==> src/rtl/hpr_pkg.sv <==
package hpr_pkg;
  localparam int HALF_W = 16;
  localparam int WORD_W = 2 * HALF_W;

  // Present the word, optionally with its halves exchanged.
  function automatic logic [WORD_W-1:0] hpr_order(input logic [WORD_W-1:0] w,
                                                  input logic swap);
    return swap ? {w[HALF_W-1:0], w[WORD_W-1:HALF_W]} : w;
  endfunction

  // Choose one half of the presented word.
  function automatic logic [HALF_W-1:0] hpr_pick(input logic [WORD_W-1:0] w,
                                                 input logic hi,
                                                 input logic swap);
    logic [WORD_W-1:0] o;
    o = hpr_order(w, swap);
    return hi ? o[WORD_W-1:HALF_W] : o[HALF_W-1:0];
  endfunction
endpackage

==> src/rtl/hpr_sync.sv <==
module hpr_sync #(
  parameter int W = 2,
  parameter int STAGES = 2,
  parameter logic [W-1:0] RST_VAL = '1
) (
  input  logic         clk,
  input  logic         rst_n,
  input  logic [W-1:0] d,
  output logic [W-1:0] q
);
  logic [W-1:0] st [STAGES];

  generate
    for (genvar i = 0; i < STAGES; i++) begin : g_stage
      if (i == 0) begin : g_first
        always_ff @(posedge clk or negedge rst_n)
          if (!rst_n) st[i] <= RST_VAL;
          else        st[i] <= d;
      end else begin : g_next
        always_ff @(posedge clk or negedge rst_n)
          if (!rst_n) st[i] <= RST_VAL;
          else        st[i] <= st[i-1];
      end
    end
  endgenerate

  assign q = st[STAGES-1];
endmodule

==> src/rtl/hpr_cycle_det.sv <==
module hpr_cycle_det (
  input  logic clk,
  input  logic rst_n,
  input  logic cs_s,
  input  logic rd_s,
  output logic start_ev,
  output logic end_ev,
  output logic in_cyc,
  output logic oe
);
  logic active;
  logic in_cyc_q, arm_q, oe_q;

  assign active   = ~cs_s & ~rd_s;
  assign start_ev = active & ~in_cyc_q;
  assign end_ev   = in_cyc_q & ~active;
  assign in_cyc   = in_cyc_q;
  assign oe       = oe_q;

  always_ff @(posedge clk or negedge rst_n) begin
    if (!rst_n) begin
      in_cyc_q <= 1'b0;
      arm_q    <= 1'b0;
      oe_q     <= 1'b0;
    end else begin
      in_cyc_q <= active;
      arm_q    <= start_ev;
      oe_q     <= active & (oe_q | arm_q);
    end
  end
endmodule

==> src/rtl/hpr_word_path.sv <==
module hpr_word_path
  import hpr_pkg::*;
#(
  parameter int AW = 9,
  parameter logic [HALF_W-1:0] REG_PATTERN = 16'h5A5A
) (
  input  logic              clk,
  input  logic              rst_n,
  input  logic              start_ev,
  input  logic              end_ev,
  input  logic [AW-1:0]     addr,
  input  logic              fsel,
  input  logic              esel,
  input  logic [WORD_W-1:0] fifo_data,
  input  logic              fifo_empty,
  output logic [HALF_W-1:0] half,
  output logic              pop,
  output logic              underrun
);
  logic [WORD_W-1:0] word_q;
  logic              held_q, pend_q, pop_q, und_q;
  logic [HALF_W-1:0] half_q;
  logic              a1;

  assign a1       = addr[0];
  assign half     = half_q;
  assign pop      = pop_q;
  assign underrun = und_q;

  always_ff @(posedge clk or negedge rst_n) begin
    if (!rst_n) begin
      word_q <= '0;
      held_q <= 1'b0;
      pend_q <= 1'b0;
      pop_q  <= 1'b0;
      und_q  <= 1'b0;
      half_q <= '0;
    end else begin
      pop_q <= 1'b0;
      if (start_ev) begin
        pend_q <= 1'b0;
        if (!fsel) begin
          half_q <= REG_PATTERN;
        end else if (held_q) begin
          half_q <= hpr_pick(word_q, a1, esel);
          pend_q <= 1'b1;
        end else if (fifo_empty) begin
          half_q <= '0;
          und_q  <= 1'b1;
        end else begin
          word_q <= fifo_data;
          held_q <= 1'b1;
          half_q <= hpr_pick(fifo_data, a1, esel);
        end
      end else if (end_ev && pend_q) begin
        pop_q  <= 1'b1;
        held_q <= 1'b0;
        pend_q <= 1'b0;
      end
    end
  end
endmodule

==> src/rtl/hostpio_rxport.sv <==
module hostpio_rxport
  import hpr_pkg::*;
#(
  parameter int AW = 9,
  parameter int SYNC_STAGES = 2,
  parameter logic [HALF_W-1:0] REG_PATTERN = 16'h5A5A
) (
  input  logic              clk,
  input  logic              rst_n,
  input  logic              cs_n,
  input  logic              rd_n,
  input  logic [AW-1:0]     addr,
  input  logic              fifo_sel,
  input  logic              end_sel,
  input  logic [WORD_W-1:0] rxf_data,
  input  logic              rxf_empty,
  output logic              rxf_pop,
  output logic [HALF_W-1:0] hd_out,
  output logic              hd_oe,
  output logic              underrun
);
  logic [1:0]        strb_s;
  logic              start_ev, end_ev, in_cyc, oe;
  logic [HALF_W-1:0] half;

  hpr_sync #(.W(2), .STAGES(SYNC_STAGES), .RST_VAL(2'b11)) u_sync (
    .clk(clk), .rst_n(rst_n), .d({cs_n, rd_n}), .q(strb_s)
  );

  hpr_cycle_det u_det (
    .clk(clk), .rst_n(rst_n), .cs_s(strb_s[1]), .rd_s(strb_s[0]),
    .start_ev(start_ev), .end_ev(end_ev), .in_cyc(in_cyc), .oe(oe)
  );

  hpr_word_path #(.AW(AW), .REG_PATTERN(REG_PATTERN)) u_path (
    .clk(clk), .rst_n(rst_n), .start_ev(start_ev), .end_ev(end_ev),
    .addr(addr), .fsel(fifo_sel), .esel(end_sel),
    .fifo_data(rxf_data), .fifo_empty(rxf_empty),
    .half(half), .pop(rxf_pop), .underrun(underrun)
  );

  assign hd_oe  = oe;
  assign hd_out = oe ? half : '0;
endmodule

==> config.mk <==
export PLATFORM = sky130hd
export DESIGN_NAME = hostpio_rxport
export DESIGN_NICKNAME = d
export VERILOG_FILES = /design/src/rtl/hpr_pkg.sv /design/src/rtl/hpr_sync.sv /design/src/rtl/hpr_cycle_det.sv /design/src/rtl/hpr_word_path.sv /design/src/rtl/hostpio_rxport.sv
export SDC_FILE = /design/constraint.sdc
export NUM_CORES = 1
export LEC_CHECK = 0
export ABC_AREA = 1
export BUFFER_PORTS_ARGS = -buffer_cell sky130_fd_sc_hd__buf_2
export CAP_MARGIN = 20
export CELL_PAD_IN_SITES_DETAIL_PLACEMENT = 1
export CELL_PAD_IN_SITES_GLOBAL_PLACEMENT = 1
export CORE_MARGIN = 5
export CORE_UTILIZATION = 42
export DETAILED_ROUTE_END_ITERATION = 12
export GPL_TIMING_DRIVEN = 0
export MAX_ROUTING_LAYER = met4
export PLACE_DENSITY = 0.9
export SKIP_LAST_GASP = 1
export SLEW_MARGIN = 10
export SYNTH_ARGS = -nofsm -noshare
export SYNTH_HDL_FRONTEND = slang
export SYNTH_SLANG_ARGS = --single-unit
==> constraint.sdc <==
create_clock -name clk -period 2.3 [get_ports clk]
set_clock_uncertainty 0.1 [all_clocks]
set_input_delay 0.115 -clock clk [delete_from_list [all_inputs] [get_ports clk]]
set_output_delay 0.115 -clock clk [all_outputs]
set_load 0.02 [all_outputs]
---- Word level (Yosys, flattened, before mapping) ----
Cells that the tools add are included.
cells by class
  equal/unequal tests ..................... 1
  mux-type cells .......................... 18
  bitwise logic cells ..................... 11
  reductions and logical operators ........ 5
operators by type and width
  cell                number
  $mux 16             6
  $mux 32             2
  $mux 1              10
  $reduce_and 4->1    2
  $not 1->1           6
  $and 1x1->1         4
  $ne 2x2->1 const B  1
  $reduce_and 2->1    1
  $reduce_bool 2->1   1
  $logic_and 1x1->1   1
  $or 1x1->1          1
storage, ports and cells
  bits in registers ....................... 59
  input port bits ......................... 48
  output and inout port bits .............. 19
  word-level logic and storage cells ...... 46

---- Logic depth before layout (Yosys ltp) ----
Gate-level depths: netlist of the first run.
  depth after elaboration ................. 7
  mapped depth ............................ 9

---- Hierarchy ----
A second synthesis of the first run with hierarchy kept.
unflattened totals
  cell total of the unflattened synthesis .. 421
  area, all modules ....................... 3,129.3 µm²
modules (own cells, without submodules)
  module          instances  cells each  area each (µm²)
  hpr_word_path   1          369         2,733.9
  hostpio_rxport  1          34          163.9
  hpr_sync        1          6           120.1
  hpr_cycle_det   1          12          111.4

---- Least setup slack after synthesis of the first run ----
No wires, ideal clock.
  path type ............................... reg-to-output
  from .................................... reg u_det.oe_q (netlist: u_det.oe)
  to ...................................... out hd_out[10]
  arrival time ............................ 1.181 ns
  path slack .............................. 0.904 ns
  stages on the path, launching flop included .. 5
  cells stage by stage .................... dfrtp_1 -> clkbuf_1 -> clkbuf_1 -> nand2_1 -> inv_1
on the way
  longest elaborated chain between the ends .. 1
RTL lines
  what                    line                  RTL
  start, declared         hpr_cycle_det.sv:12   logic in_cyc_q, arm_q, oe_q;
  start signal, assigned  hpr_cycle_det.sv:28   oe_q <= active & (oe_q | arm_q);
  $mux 16                 hostpio_rxport.sv:43  assign hd_out = oe ? half : '0;
  end, declared           hostpio_rxport.sv:18  output logic [HALF_W-1:0] hd_out,
Every way passes these cells.

---- Final worst setup path of the first run ----
  from .................................... reg u_det.oe_q (netlist: u_det.oe)
  to ...................................... out hd_out[14]
The elaborated chain is that of the path after synthesis.

==> results of run 1 <==
[report_power, final]
part | internal (mW) | total, mW | switching, mW | leakage, nW
sequential | 1.23 | 1.30 | 0.0665 | 0.708
combinational | 0.250 | 0.633 | 0.383 | 1.52
clock | 0.751 | 1.20 | 0.450 | 0.123
total | 2.23 | 3.13 | 0.900 | 2.35
[registers in the layout, indices dropped and copies added, names as in the netlist]
name,count
u_det.in_cyc,1
u_path.word_q,32
u_path.pop,1
u_sync.q,2
u_path.pend_q,1
u_path.underrun,1
u_path.held_q,1
u_path.half,16
u_det.oe,1
u_sync.st,2
u_det.arm_q,1
[cell usage in the layout (no fill, tap or decap), drive strengths merged, types with 3 or more instances in the layout]
cell	synthesis	final
buf	15	73
bufinv	0	3
clkbuf	2	12
dfrtp	55	55
dfstp	4	4
dlygate4sd3	0	36
inv	97	98
nand2	138	138
nand3	64	64
nor2	6	6
o21ai	33	33
or2	8	8
[cells by family (layout without fill, tap and decap cells)]
kind of cell | Yosys count | count (layout) | share of synthesized area (%)
simple gates | 217 | 217 | 31.2
compound gates | 36 | 36 | 5.89
buf+inv | 114 | 224 | 15.5
flops | 59 | 59 | 47.4
[final cells by class]
cell class              instances  area (um2)  area share [%]
well taps                      99         124            2.99
multi-input cells             253        1160            27.9
inverters                      97         367            8.84
flip-flops and latches         59        1480            35.7
repair buffers                 94         653            15.7
clock buffers                  10         138            3.32
plain buffers                  17         116            2.80
clock inverters                 6         111            2.68
[metrics by stage]
step	instance area [um2]	total power [mW]	setup WS, ps	hold WS (ps)	std cells
after global routing	4150	3.31	80.4	8.61	635
after floorplan	3120	1.68	904	-281	426
after global placement	3540	1.84	674	120	583
after CTS	4150	3.15	240	2.95	635
final	4150	3.13	300	9.42	635
after detailed placement	3540	1.89	632	122	583
[per-layer routing]
metal  vias up  track usage (%)
met3        20             5.16
met5         -                -
met2        92             44.7
met1      1571             28.5
met4         0             8.29
li1       1488                -
[repair_timing]
action / CTS / global route
hold buffers: 36 / 0
setup buffers: 0 / 0
endpoints found under the hold margin: 90 / 0
gates resized for setup: 0 / 0
[worst max path at each step]
stage                  startpoint           endpoint  slack, ps  depth (start not counted)
finish                   u_det.oe         hd_out[14]        300                          5
global route             u_det.oe          hd_out[6]         80                          5
CTS                      u_det.oe         hd_out[12]        240                          5
detailed placement  u_path.held_q  u_path.word_q[29]        630                          6
global placement    u_path.held_q  u_path.word_q[19]        670                          6
floorplan                u_det.oe         hd_out[10]        900                          4
[critical path, cell delays in order, from the launching register on]
cell and delay (ps):
dfrtp_1 340, clkbuf_1 310, clkbuf_1 430, nand2_1 120, inv_1 80, buf_2 160
==> flow_summary.json, run 1 <==
{
  "seq_area_frac_synth_pct": 47.4,
  "grt-ovfl-total": 0,
  "yosysMostFrequentCell": "nand2_1",
  "setup_viol": 0,
  "drc": 0,
  "netlist_top_cells_area": "dfrtp_1, nand2_1, inv_1",
  "timing.rr.start": "u_path.held_q",
  "rr_worst_depth": 6,
  "routabilityCongestion": 0.836,
  "wl_per_cell_um": 16.3,
  "max-vdd-ir-drop_mv": 0.413,
  "cts.sinks": 59,
  "grt_pass1_wl_mm": 17.2,
  "period_minus_slack_ps": 2000,
  "portBuffers": 58,
  "start_util_pct": 43.1,
  "cap_violations": 0,
  "routed.top_layer": "met4",
  "worst_slew_pin_slew_ps": 789,
  "clk_latency_ps": 350,
  "syn_area_um2": 3120,
  "worst_r2r_endpoint": "u_path.word_q[20]",
  "first_pass_iters": 4,
  "wl_met1_mm": 4.16,
  "final_util_pct": 57.2,
  "finalCritPeriodShare_pct": 87.0,
  "status": "finished clean",
  "num_rows": 31,
  "ys_types": 23,
  "cts_max_path_buffers": 2,
  "holdPathStages": 3,
  "crit_path_start_kind": "flop",
  "clock.fmax_mhz": 500,
  "via_per_inst": 4.99,
  "synthTopCellsByCount": "nand2_1, inv_1, nand3_1",
  "synth-async-reset-ratio_pct": 100,
  "p_leak_nw": 2.35,
  "required_ps": 2090,
  "relSlewSlack_pct": 47.4,
  "drtIter0Drc": 95,
  "core_um2": 7250,
  "path_max_fanout": 10,
  "ys.flop_type": "dfrtp_1",
  "antenna_found_initial": 0,
  "finish.net_count": 579,
  "tns_ps": 0,
  "hold_path_class": "in -> reg",
  "num_antenna_cells": 0,
  "cp.arrival_ps": 1790,
  "post_synth.cell_area_avg_um2": 7.33,
  "syn_nets": 474,
  "grt_use_total_pct": 25.3,
  "clk_pin_slew_ps": 80,
  "grt_max_degree": 60,
  "postSynthCellCount": 426,
  "die_h_um": 96.2,
  "place.detailed.hpwl_mm": 6.78,
  "cts_root_buffer": "clkbuf_8",
  "critPathCaptureType": "primary output",
  "ioPinCount": 67,
  "holdPathEnd": "u_path.underrun",
  "syn2layout_area_growth_pct": 32.9,
  "met3WireLength_um": 455,
  "synth_seq_cells": 59,
  "hold_start": "fifo_sel",
  "htree_levels": 3,
  "yosysTopAreaCell": "dfrtp_1",
  "dieArea_um2": 9260,
  "hold_viol": 0,
  "netlist.area_leader.share_pct": 44.1,
  "synth_enable_flop_cells": 0,
  "cts_tree": "done",
  "ff2ff_setup_slack_ps": 590,
  "met2WireLength_mm": 5.51,
  "slew_violations": 0,
  "rsz0062_at_grt": "false",
  "routed_wirelength_mm": 10.3,
  "yosys_warnings": 0,
  "nFillCells": 911,
  "cts_buffers": 9,
  "drive_gt1_share_pct": 21.3,
  "num_vias": 3171,
  "worstSetupPathType": "reg -> out",
  "die_x_um": 96.2,
  "grt_pass1_vias": 3600,
  "ant_nets": 0,
  "powerDensity_nw_per_um2": 755
}
Note: power is estimated with default switching activity, not from simulation.
==> inputs of run 2 (changes only) <==
==> constraint.sdc (replaced) <==
create_clock -name clk -period 2.3 [get_ports clk]
set_clock_uncertainty 0.1 [all_clocks]
set_input_delay 0.46 -clock clk [delete_from_list [all_inputs] [get_ports clk]]
set_output_delay 0.46 -clock clk [all_outputs]
set_load 0.02 [all_outputs]
==> flow_summary.json, run 2 (synthesis results as in run 1) <==
{
  "largest-register": "u_path.word_q",
  "hold_path_class": "in -> async",
  "clk_latency_ps": 340,
  "clock.fmax_mhz": 490,
  "cts_tree": "done",
  "design_area_um2": 3790,
  "drc": 0,
  "layout_common_cells": "nand2_1, inv_1, nand3_1, buf_2, dfrtp_1",
  "hold_buffers": 0,
  "final_util_pct": 52.2,
  "internal-power_mw": 2.19,
  "dieArea_um2": 9260,
  "post-place-ws_ps": 293,
  "rsz0062_at_grt": "false",
  "setup_viol": 0,
  "grt_pass1_wl_mm": 15.8,
  "wl_per_cell_um": 15.8,
  "p_seq_share_pct": 42.2,
  "die_h_um": 96.2,
  "slew_violations": 0,
  "tns_ps": 0,
  "start_util_pct": 43.1,
  "largest_register_ff_count": 32,
  "routed.top_layer": "met4",
  "status": "finished clean",
  "core_um2": 7250,
  "ant_nets": 0,
  "drtIter0Drc": 103,
  "multi_input_area_um2": 1160,
  "nFillCells": 941,
  "max-vdd-ir-drop_mv": 0.411,
  "worst_slew_pin_slew_ps": 787,
  "die_x_um": 96.2,
  "drive_gt1_share_pct": 23.0,
  "relSlewSlack_pct": 47.5,
  "syn2layout_area_growth_pct": 21.2,
  "worstSetupPathType": "reg -> out",
  "place.detailed.hpwl_mm": 6.78,
  "post-cts-setup-buffers": 0,
  "antenna_found_initial": 0,
  "cp.arrival_ps": 1480,
  "final_common_cell": "nand2_1",
  "required_ps": 1740,
  "num_rows": 31,
  "timing.rr.start": "u_path.held_q",
  "crit_path_start_kind": "flop",
  "met3WireLength_um": 438,
  "routed_wirelength_mm": 9.47,
  "cts.sinks": 59,
  "cap_violations": 0,
  "ctsResizeCount": 1,
  "p_leak_nw": 2.21,
  "cts_root_buffer": "clkbuf_8",
  "powerDensity_nw_per_um2": 813,
  "first_pass_iters": 4,
  "p_sw_share_pct": 28.8,
  "period_minus_slack_ps": 2040,
  "hold_viol": 0,
  "finish.net_count": 542,
  "path_max_fanout": 10,
  "met2WireLength_mm": 4.86,
  "wl_met1_mm": 4.01,
  "routabilityCongestion": 0.836,
  "dpl_cell_area_um2": 3540,
  "num_antenna_cells": 0,
  "worst_slack_ps": 258,
  "combPwrFrac_pct": 18.6,
  "via_per_inst": 5.02,
  "clk_pin_slew_ps": 80,
  "num_vias": 3003,
  "cts_buffers": 9,
  "grt-ovfl-total": 0,
  "ioPinCount": 67,
  "portBuffers": 58,
  "grt_max_degree": 60,
  "htree_levels": 3,
  "cts_max_path_buffers": 2,
  "critPathCaptureType": "primary output",
  "crit_start": "u_det.oe",
  "clock_power_share_pct": 39.2,
  "grt_use_total_pct": 23.2,
  "grt_pass1_vias": 3350,
  "finalCritPeriodShare_pct": 88.8,
  "ff_latch_area_um2": 1480,
  "p_sw_mw": 0.887
}
-- run 2: cell count changes in the layout (fill, tap and decap cells not counted) --
cell	previous run	this run
dlygate4sd3_1	36	0
clkbuf_1	2	0
clkbuf_2	0	1
-- run 2: final timing paths --
path	to	slack, ps	cells after the start
setup reg to reg	u_path.word_q[29]	600	6
min in group clk	u_sync.st[2]	110	1
setup / recovery	hd_out[12]	260	4
max in group asynchronous	u_path.word_q[3]	1480	1
hold reg to reg	u_sync.q[0]	260	0
hold / removal	u_path.word_q[24]	100	1
-- run 2: power groups by stage --
stage	registers, mW	logic (mW)	clock network [mW]
6_report	1.30	0.573	1.21
5_1_grt	1.31	0.658	1.29
4_1_cts	1.30	0.581	1.22
3_5_place_dp	1.32	0.573	0
3_3_place_gp	1.30	0.538	0
2_1_floorplan	1.30	0.383	0
-- run 2: cell type report --
type                    instances  share of cell area (%)
clock buffers                  10                    3.64
repair buffers                 58                    7.73
plain buffers                  16                    3.01
multi-input cells             253                    30.6
well taps                      99                    3.27
inverters                      97                    9.68
clock inverters                 6                    2.94
flip-flops and latches         59                    39.1
-- run 2: metrics by stage --
| step | instances | power (mW) | hold slack, ps |
|---|---|---|---|
| 6_report | 598 | 3.08 | 98.4 |
| 5_1_grt | 598 | 3.26 | 81.2 |
| 4_1_cts | 599 | 3.10 | 97.0 |
| 3_5_place_dp | 583 | 1.89 | 251 |
| 3_3_place_gp | 583 | 1.84 | 246 |
| 2_1_floorplan | 426 | 1.68 | 64.4 |
-- run 2: layer usage --
metal	vias up	GRT usage, %
met5	-	-
met4	0	6.87
met3	18	5.08
met2	89	39.6
met1	1479	27.5
li1	1417	-
-- run 2: critical path, stage by stage, from the launching register on --
cell,delay [ps]
dfrtp_1,520
clkbuf_2,300
nand2_1,90
inv_1,60
buf_2,150
